===== config.mk =====
export PLATFORM = sky130hd
export DESIGN_NAME = cache_inq_dispatch
export DESIGN_NICKNAME = d
export VERILOG_FILES = /design/src/rtl/cid_pkg.sv /design/src/rtl/cid_copy_slot.sv /design/src/rtl/cid_tag_offer.sv /design/src/rtl/cid_nc_handoff.sv /design/src/rtl/cid_occ_ctr.sv /design/src/rtl/cache_inq_dispatch.sv
export SDC_FILE = /design/constraint.sdc
export NUM_CORES = 1
export LEC_CHECK = 0
export CAP_MARGIN = 40
export CELL_PAD_IN_SITES_DETAIL_PLACEMENT = 0
export CELL_PAD_IN_SITES_GLOBAL_PLACEMENT = 2
export CORE_AREA = 2 2 89 91
export DETAILED_ROUTE_END_ITERATION = 6
export DIE_AREA = 0 0 91 93
export DONT_BUFFER_PORTS = 1
export PLACE_DENSITY = 0.87
export SLEW_MARGIN = 20
export SYNTH_ARGS = -nofsm -noshare
export SYNTH_HDL_FRONTEND = slang
export SYNTH_HIERARCHICAL = 1
export SYNTH_SLANG_ARGS = --single-unit

===== constraint.sdc =====
create_clock -name clk -period 3.4 [get_ports clk]
set_input_delay 0.34 -clock clk [delete_from_list [all_inputs] [get_ports clk]]
set_output_delay 0.34 -clock clk [all_outputs]
set_load 0.005 [all_outputs]

===== src/rtl/cid_pkg.sv =====
package cid_pkg;
  localparam int NUM_TAG_CLASSES = 3;
  localparam int NUM_PIPES       = 4;
  // grant order of the tag classes; lower index wins
  typedef enum logic [1:0] {
    CLS_COH = 2'd0,
    CLS_REP = 2'd1,
    CLS_REQ = 2'd2
  } tag_cls_e;
endpackage


===== src/rtl/cid_copy_slot.sv =====
module cid_copy_slot #(
  parameter int ENTRY_W = 16
) (
  input  logic               clk,
  input  logic               rst_n,
  input  logic               load,
  input  logic [ENTRY_W-1:0] load_entry,
  output logic               out_valid,
  output logic [ENTRY_W-1:0] out_entry,
  input  logic               out_ready,
  output logic               taken,
  output logic               stranded
);
  logic               held_q;
  logic [ENTRY_W-1:0] ent_q;

  always_ff @(posedge clk) begin
    if (!rst_n) begin
      held_q <= 1'b0;
      ent_q  <= '0;
    end else if (!held_q) begin
      if (load) begin
        held_q <= 1'b1;
        ent_q  <= load_entry;
      end
    end else if (out_ready) begin
      held_q <= 1'b0;
    end
  end

  always_comb begin
    out_valid = held_q;
    out_entry = ent_q;
    taken     = held_q && out_ready;
    stranded  = held_q && !out_ready;
  end
endmodule


===== src/rtl/cid_tag_offer.sv =====
module cid_tag_offer #(
  parameter int N     = 3,
  parameter int PORTS = 2
) (
  input  logic [N-1:0] head_valid,
  input  logic [N-1:0] pipe_ready,
  output logic [N-1:0] offer,
  output logic [N-1:0] take,
  output logic         stranded
);
  localparam int CW = $clog2(N + 1) + 1;

  logic [CW-1:0] used [N+1];
  assign used[0] = '0;

  for (genvar i = 0; i < N; i++) begin : g_cls
    assign offer[i]  = head_valid[i] && (used[i] < CW'(PORTS));
    assign used[i+1] = used[i] + CW'(offer[i]);
    assign take[i]   = offer[i] && pipe_ready[i];
  end

  assign stranded = |(head_valid & ~take);
endmodule


===== src/rtl/cid_nc_handoff.sv =====
module cid_nc_handoff #(
  parameter int ENTRY_W = 16
) (
  input  logic               clk,
  input  logic               rst_n,
  input  logic               head_valid,
  input  logic [ENTRY_W-1:0] head,
  input  logic               head_is_ctrl,
  output logic               pop,
  output logic               ctl_valid,
  output logic [ENTRY_W-1:0] ctl_entry,
  input  logic               ctl_ready,
  output logic               stranded,
  output logic               kind_err
);
  logic err_q;

  always_comb begin
    ctl_valid = head_valid && head_is_ctrl;
    ctl_entry = head;
    pop       = ctl_valid && ctl_ready;
    stranded  = head_valid && !pop;
  end

  always_ff @(posedge clk) begin
    if (!rst_n) err_q <= 1'b0;
    else        err_q <= head_valid && !head_is_ctrl;
  end

  assign kind_err = err_q;
endmodule


===== src/rtl/cid_occ_ctr.sv =====
module cid_occ_ctr #(
  parameter int W    = 8,
  parameter int NINC = 4,
  parameter int NDEC = 4
) (
  input  logic            clk,
  input  logic            rst_n,
  input  logic [NINC-1:0] inc,
  input  logic [NDEC-1:0] dec,
  output logic [W-1:0]    count
);
  logic [W-1:0] cnt_q;
  logic [W-1:0] n_inc, n_dec;

  always_comb begin
    n_inc = W'($countones(inc));
    n_dec = W'($countones(dec));
  end

  always_ff @(posedge clk) begin
    if (!rst_n) cnt_q <= '0;
    else        cnt_q <= cnt_q + n_inc - n_dec;
  end

  assign count = cnt_q;
endmodule


===== src/rtl/cache_inq_dispatch.sv =====
module cache_inq_dispatch
  import cid_pkg::*;
#(
  parameter int ENTRY_W   = 16,
  parameter int PROG_W    = 4,
  parameter int TAG_PORTS = 2,
  parameter int OCC_W     = 8
) (
  input  logic               clk,
  input  logic               rst_n,
  input  logic               copy_set,
  input  logic [ENTRY_W-1:0] copy_entry,
  output logic               dpipe_valid,
  output logic [ENTRY_W-1:0] dpipe_entry,
  input  logic               dpipe_ready,
  input  logic               coh_head_valid,
  input  logic [ENTRY_W-1:0] coh_head,
  output logic               coh_pop,
  output logic               cpipe_valid,
  output logic [ENTRY_W-1:0] cpipe_entry,
  input  logic               cpipe_ready,
  input  logic               nc_head_valid,
  input  logic [ENTRY_W-1:0] nc_head,
  input  logic               nc_head_is_ctrl,
  output logic               nc_pop,
  output logic               ctl_valid,
  output logic [ENTRY_W-1:0] ctl_entry,
  input  logic               ctl_ready,
  output logic               nc_kind_err,
  input  logic               rep_head_valid,
  input  logic [ENTRY_W-1:0] rep_head,
  output logic               rep_pop,
  output logic               rpipe_valid,
  output logic [ENTRY_W-1:0] rpipe_entry,
  input  logic               rpipe_ready,
  input  logic               req_head_valid,
  input  logic [ENTRY_W-1:0] req_head,
  output logic               req_pop,
  output logic               qpipe_valid,
  output logic [ENTRY_W-1:0] qpipe_entry,
  input  logic               qpipe_ready,
  input  logic [3:0]         retire,
  output logic [OCC_W-1:0]   occupancy,
  output logic               inputs_clear
);
  localparam int NT = NUM_TAG_CLASSES;
  localparam logic [ENTRY_W-1:0] KEEP_MASK =
    {{PROG_W{1'b0}}, {(ENTRY_W-PROG_W){1'b1}}};

  // copy slot -> data pipe
  logic copy_taken, copy_stranded;

  cid_copy_slot #(.ENTRY_W(ENTRY_W)) u_copy (
    .clk(clk), .rst_n(rst_n),
    .load(copy_set), .load_entry(copy_entry),
    .out_valid(dpipe_valid), .out_entry(dpipe_entry), .out_ready(dpipe_ready),
    .taken(copy_taken), .stranded(copy_stranded)
  );

  // tag classes, indexed by tag_cls_e
  logic [NT-1:0]      t_head_v, t_ready, t_offer, t_take;
  logic [ENTRY_W-1:0] t_head [NT];
  logic [ENTRY_W-1:0] t_out  [NT];
  logic               tag_stranded;

  always_comb begin
    t_head_v[CLS_COH] = coh_head_valid;
    t_head_v[CLS_REP] = rep_head_valid;
    t_head_v[CLS_REQ] = req_head_valid;
    t_ready[CLS_COH]  = cpipe_ready;
    t_ready[CLS_REP]  = rpipe_ready;
    t_ready[CLS_REQ]  = qpipe_ready;
    t_head[CLS_COH]   = coh_head;
    t_head[CLS_REP]   = rep_head;
    t_head[CLS_REQ]   = req_head;
  end

  cid_tag_offer #(.N(NT), .PORTS(TAG_PORTS)) u_offer (
    .head_valid(t_head_v), .pipe_ready(t_ready),
    .offer(t_offer), .take(t_take), .stranded(tag_stranded)
  );

  for (genvar c = 0; c < NT; c++) begin : g_prog
    assign t_out[c] = t_head[c] & KEEP_MASK;
  end

  always_comb begin
    cpipe_valid = t_offer[CLS_COH];
    rpipe_valid = t_offer[CLS_REP];
    qpipe_valid = t_offer[CLS_REQ];
    cpipe_entry = t_out[CLS_COH];
    rpipe_entry = t_out[CLS_REP];
    qpipe_entry = t_out[CLS_REQ];
    coh_pop     = t_take[CLS_COH];
    rep_pop     = t_take[CLS_REP];
    req_pop     = t_take[CLS_REQ];
  end

  // noncoherent control handoff
  logic nc_stranded;

  cid_nc_handoff #(.ENTRY_W(ENTRY_W)) u_nc (
    .clk(clk), .rst_n(rst_n),
    .head_valid(nc_head_valid), .head(nc_head), .head_is_ctrl(nc_head_is_ctrl),
    .pop(nc_pop), .ctl_valid(ctl_valid), .ctl_entry(ctl_entry),
    .ctl_ready(ctl_ready), .stranded(nc_stranded), .kind_err(nc_kind_err)
  );

  // pipeline occupancy
  cid_occ_ctr #(.W(OCC_W), .NINC(NUM_PIPES), .NDEC(4)) u_occ (
    .clk(clk), .rst_n(rst_n),
    .inc({copy_taken, t_take}), .dec(retire), .count(occupancy)
  );

  // input-clear flag
  logic clear_q;
  always_ff @(posedge clk) begin
    if (!rst_n) clear_q <= 1'b1;
    else        clear_q <= !(copy_stranded || tag_stranded || nc_stranded);
  end
  assign inputs_clear = clear_q;
endmodule


## Yosys cells after proc, flatten, opt, wreduce, memory -nomap -nowiden

Cells that the tools add are included.
Widths: inputs -> output; s select.

| word-level totals | value |
|---|---|
| input port bits | 97 |
| register bits after elaboration | 27 |

| operators by class | value |
|---|---|
| add/subtract/negate cells | 9 |
| reduce and logical (&&, ||, !) cells | 19 |
| muxes and demuxes | 3 |
| bitwise gates (word level) | 3 |
| magnitude comparators | 2 |

Operators by type and width:

| cell | number |
|---|---|
| $add 8x8->8 | 3 |
| $logic_and 1x1->1 | 11 |
| $add 1x1->2 | 5 |
| $sub 8x8->8 | 1 |
| $logic_not 1->1 | 4 |
| $and 3x3->3 | 1 |
| $lt 3x2->1 const B | 1 |
| $mux 1 | 3 |
| $not 3->3 | 1 |
| $reduce_or 3->1 | 1 |
| $logic_or 1x1->1 | 2 |
| $lt 1x2->1 const B | 1 |
| $reduce_and 2->1 | 1 |
| $not 1->1 | 1 |

## Depth between registers and ports, before layout

| logic depth | value |
|---|---|
| word-level depth | 12 |
| gate-level depth with buffers | 14 |
| depth with buffers taken out | 14 |

## By module

Netlist, hierarchy kept.

Modules (own cells, without submodules):

| module | cells each | times used | area an instance (sq um) | seq. area each (sq um) |
|---|---|---|---|---|
| cid_occ_ctr | 79 | 1 | 724.4 | 160.2 |
| cid_copy_slot | 75 | 1 | 693.2 | 340.3 |
| cache_inq_dispatch | 51 | 1 | 396.6 | 20.0 |
| cid_nc_handoff | 21 | 1 | 168.9 | 20.0 |
| cid_tag_offer | 11 | 1 | 76.3 | 0.0 |

## Worst setup path before layout

OpenSTA, ideal clock, no wires.

| timing | value |
|---|---|
| path type | input -> register |
| from | input rpipe_ready |
| to | register u_occ.cnt_q[7], in the netlist u_occ/count[7] |
| path buffers | 0 |
| data required time | 3.330 ns |
| data arrival time | 3.518 ns |
| stages on the path | 14 |
| setup slack | -0.188 ns |
| cell sequence | and2_2 ha_1 fa_1 inv_1 fa_1 fa_1 inv_1 ha_1 inv_1 fa_1 nor2b_4 o311a_1 or3_1 a21boi_1 |

| on the way | value |
|---|---|
| longest elaborated chain between the ends | 5 |

Ends and longest elaborated chain:

| what | RTL line | source |
|---|---|---|
| start: declaration | cache_inq_dispatch.sv:35 | `input logic rpipe_ready,` |
| $logic_and 1x1->1 | cid_tag_offer.sv:19 | `assign take[i] = offer[i] && pipe_ready[i];` |
| $add 1x1->2 (implied by the code) | cid_occ_ctr.sv:16 | `n_inc = W'($countones(inc));` |
| $add 8x8->8 (implied by the code) | cid_occ_ctr.sv:16 |  |
| $add 8x8->8 | cid_occ_ctr.sv:22 | `else cnt_q <= cnt_q + n_inc - n_dec;` |
| $sub 8x8->8 | cid_occ_ctr.sv:22 |  |
| end signal: assignment | cid_occ_ctr.sv:22 |  |
| end: declaration | cid_occ_ctr.sv:12 | `logic [W-1:0] cnt_q;` |

Every way passes these cells.
A chain may end at the register's enable or synchronous reset.

## Final worst setup path

| timing | value |
|---|---|
| from | register u_copy.held_q, in the netlist u_copy/out_valid |
| to | register u_occ.cnt_q[7], in the netlist u_occ/count[7] |

| on the way | value |
|---|---|
| longest elaborated chain between the ends | 5 |

Ends and longest elaborated chain:

| what | RTL line | source |
|---|---|---|
| start: declaration | cid_copy_slot.sv:14 | `logic held_q;` |
| start signal: assignment | cid_copy_slot.sv:19 | `held_q <= 1'b0;` |
| start signal: assignment | cid_copy_slot.sv:23 | `held_q <= 1'b1;` |
| start signal: assignment | cid_copy_slot.sv:27 | `held_q <= 1'b0;` |
| $logic_and 1x1->1 | cid_copy_slot.sv:34 | `taken = held_q && out_ready;` |
| named net copy_taken | cache_inq_dispatch.sv:51 | `logic copy_taken, copy_stranded;` |
| $add 1x1->2 (implied by the code) | cid_occ_ctr.sv:16 |  |
| $add 8x8->8 (implied by the code) | cid_occ_ctr.sv:16 |  |
| $add 8x8->8 | cid_occ_ctr.sv:22 |  |
| $sub 8x8->8 | cid_occ_ctr.sv:22 |  |

The timed path passes the listed nets, and every way through them passes these cells.

==> results.toml <==
[setup_path]
timing.rr.end = "u_occ/count[7]"
critPathMaxStageDelay_ns = 0.53
start_kind = "flip-flop"
path_max_fanout = 2
cpMaxStageDelayCell = "fa_1"
path_cells = "and2_1 > fa_1 > inv_1 > fa_2 > fa_1 > inv_1 > ha_2 > inv_2 > fa_2 > nor2b_4 > o311a_1 > or3_1 > a21boi_1"
rrSetupSlack_ns = 0.12
cp-end-kind = "flip-flop"
cp.buffers_inverters = 3
path_delay_family = "adder cells"
crit_arrival_ns = 3.50
reg2reg_depth = 13
r2r_start = "u_copy/out_valid"
criticalPathCategory = "flip-flop to flip-flop"
worstPathRequired_ns = 3.62

[pwr]
power.density_nw_per_um2 = 740
clockPowerShare_pct = 14.9
power.internal_uw = 828
p_sw_share_pct = 38.0
irDropWorstVdd_uv = 194
combPwrFrac_pct = 53.3
p_leak_nw = 0.820
p_seq_share_pct = 31.7
power_switching_uw = 508

[detailed_routing]
drt_iter0_markers = 14
drc = 0
drt_pre_antenna_iters = 3
num_vias = 1154
wl_per_cell_um = 12.0
vias_per_cell = 4.02
ant_nets = 0
drt-total-wl_um = 3440

[clock_tree]
cts_root_buf = "clkbuf_8"
cts_tree = "yes"
cts_sinks = 27
clock_latency_ns = 0.28
cts_buffers = 3
postCtsSetupRepairBufs = 0
postCtsHoldBufs = 0
cts.clk_slew.worst_paths_ns = 0.11
clockBufferDepth = 2
ctsResizeCount = 0
cts.htree.levels = 1

[floorplanning]
die_h_um = 93
dieWidth_um = 91
core_area_um2 = 7530
initial_core_util_pct = 27.4
ios = 196
std_cell_rows = 32
die_area_um2 = 8460

[finish]
final_cell_area_um2 = 1800
utilization_pct = 24.0
antenna_cells = 0
nNetsFinal = 301
drive_gt1_share_pct = 12.4
seqCellArea_um2 = 542
areaGrowthSynthToFinish_pct = -12.4
nFillCells = 852
multi_input_area_um2 = 936

[sta]
fin_crit_sh_pct = 96.6
rsz0062_at_grt = "false"
period_minus_slack_ns = 3.28
hold_viol = 0
finClkSkew_ns = 0.00697
slew_violations = 0
setup_viol = 0
hold_ws_ns = 0.146
max_freq_ghz = 0.304

[global_routing]
grt_max_degree = 44
grt_util_all_layers_pct = 7.74
grt_pass1_vias = 1177
antenna_found_initial = 1
overflow = 0
grt_pass1_wl_um = 5200

[min_path]
holdPathEnd = "inputs_clear"
hold_depth = 1
hold_path_class = "primary input to flip-flop"
min_from = "rst_n"

[job]
maxCapViolCount = 0

[placement]
place_congestion = 0.801
placed_cell_area_um2 = 1750
dpl.hpwl_um = 2680
io_buffers = 0

[synthesis]
synth-seq-cells = 27
synth_cells = 237
yosys.cell_types.count = 39
avgSynthCellArea_um2 = 8.69
yosysWarnings = 6
yosysSeqAreaShare_pct = 26.2
syn_area_um2 = 2060

[status]
status = "completed"
Yosys cell counts:
cell type	instances	area share [%]
buf_4	66	24
nand2_1	32	5.8
inv_1	28	5.1
dfxtp_1	27	26
mux2i_1	16	7.8
ha_1	12	7.3
and2_1	9	2.7
fa_1	6	5.8
buf_2	4	0.97
xnor2_1	4	1.7
nor2b_1	3	0.91
a21boi_1	2	0.73
nor3b_1	2	0.73
a211oi_1	1	0.36
a21boi_0	1	0.36
a21boi_2	1	0.55
a21o_2	1	0.43
a21oi_1	1	0.24
and2_2	1	0.36
and2b_1	1	0.36
and3_1	1	0.30
and3b_1	1	0.43
buf_6	1	0.55
buf_8	1	0.73
conb_1	1	0.18
inv_2	1	0.18
nand2b_1	1	0.30
nor2_1	1	0.18
nor2b_4	1	0.67
nor3_1	1	0.24
nor4b_1	1	0.43
o21a_1	1	0.36
o21ai_0	1	0.24
o21bai_1	1	0.36
o221ai_1	1	0.43
o311a_1	1	0.49
o31ai_2	1	0.61
or3_1	1	0.30
xor2_1	1	0.43
worst max path at each step:
stage / startpoint / end / cells after the start
2_1_floorplan: cpipe_ready / u_occ/count[7] / 14
3_3_place_gp: cpipe_ready / u_occ/count[7] / 14
3_5_place_dp: cpipe_ready / u_occ/count[7] / 14
4_1_cts: u_copy/out_valid / u_occ/count[7] / 13
5_1_grt: u_copy/out_valid / u_occ/count[7] / 13
6_report: u_copy/out_valid / u_occ/count[7] / 13
cells by family (layout without fill, tap and decap cells):
| group | after synthesis | after routing | share of synthesized area, % |
|---|---|---|---|
| compound gates | 13 | 13 | 5.16 |
| mux | 16 | 16 | 7.78 |
| xor+xnor | 5 | 5 | 2.13 |
| simple gates | 56 | 56 | 13.8 |
| flops | 27 | 27 | 26.2 |
| fa+ha+maj | 18 | 18 | 13.1 |
| buf+inv | 101 | 38 | 31.6 |
| other cells | 1 | 12 | 0.182 |
placed cells by master, fill, tap and decap left out, types with 4 or more instances in the layout:
master,synthesis,final
and2_1,9,8
ha_1,12,10
nand2_1,32,32
inv_1,28,27
fa_1,6,4
conb_1,1,12
buf_4,66,4
mux2i_1,16,16
dfxtp_1,27,26
xnor2_1,4,4
sequential cells by signal, indices dropped and copies added, names as in the netlist:
name / cells
u_copy/out_entry: 16
u_occ/count: 8
u_nc/kind_err: 1
inputs_clear: 1
u_copy/out_valid: 1
layout make-up:
class / count / area share (%)
clock inverter: 1 / 0.416
timing repair buffer: 5 / 2.29
inverter: 29 / 6.03
sequential: 27 / 30.0
tap: 102 / 7.07
multi-input combinational: 120 / 51.9
clock buffer: 3 / 2.29
power groups by stage:
stage	logic, mW	registers (mW)	clock network, mW
finish	0.713	0.424	0.199
global placement	0.690	0.434	0
global route	0.810	0.435	0.235
CTS	0.720	0.427	0.214
floorplan	0.658	0.421	0
detailed placement	0.718	0.434	0
per-stage QoR:
stage | std cells | setup TNS [ns] | setup WS (ns) | total power [mW]
CTS | 287 | 0 | 0.0891 | 1.36
finish | 287 | 0 | 0.116 | 1.34
global route | 287 | 0 | 0.00711 | 1.48
detailed placement | 283 | -0.0979 | -0.0979 | 1.15
global placement | 282 | -0.0620 | -0.0620 | 1.12
floorplan | 248 | 0 | 0.0108 | 1.08
layer usage:
| metal | global-route usage [%] | share of wire [%] | vias to the layer above |
|---|---|---|---|
| met3 | 3.71 | 11 | 20 |
| met4 | 4.04 | 2.4 | 2 |
| met1 | 8.22 | 40 | 525 |
| li1 | - | - | 551 |
| met5 | 0 | 0.47 | - |
| met2 | 12.8 | 47 | 56 |
Power figures use the tool's default switching activity.
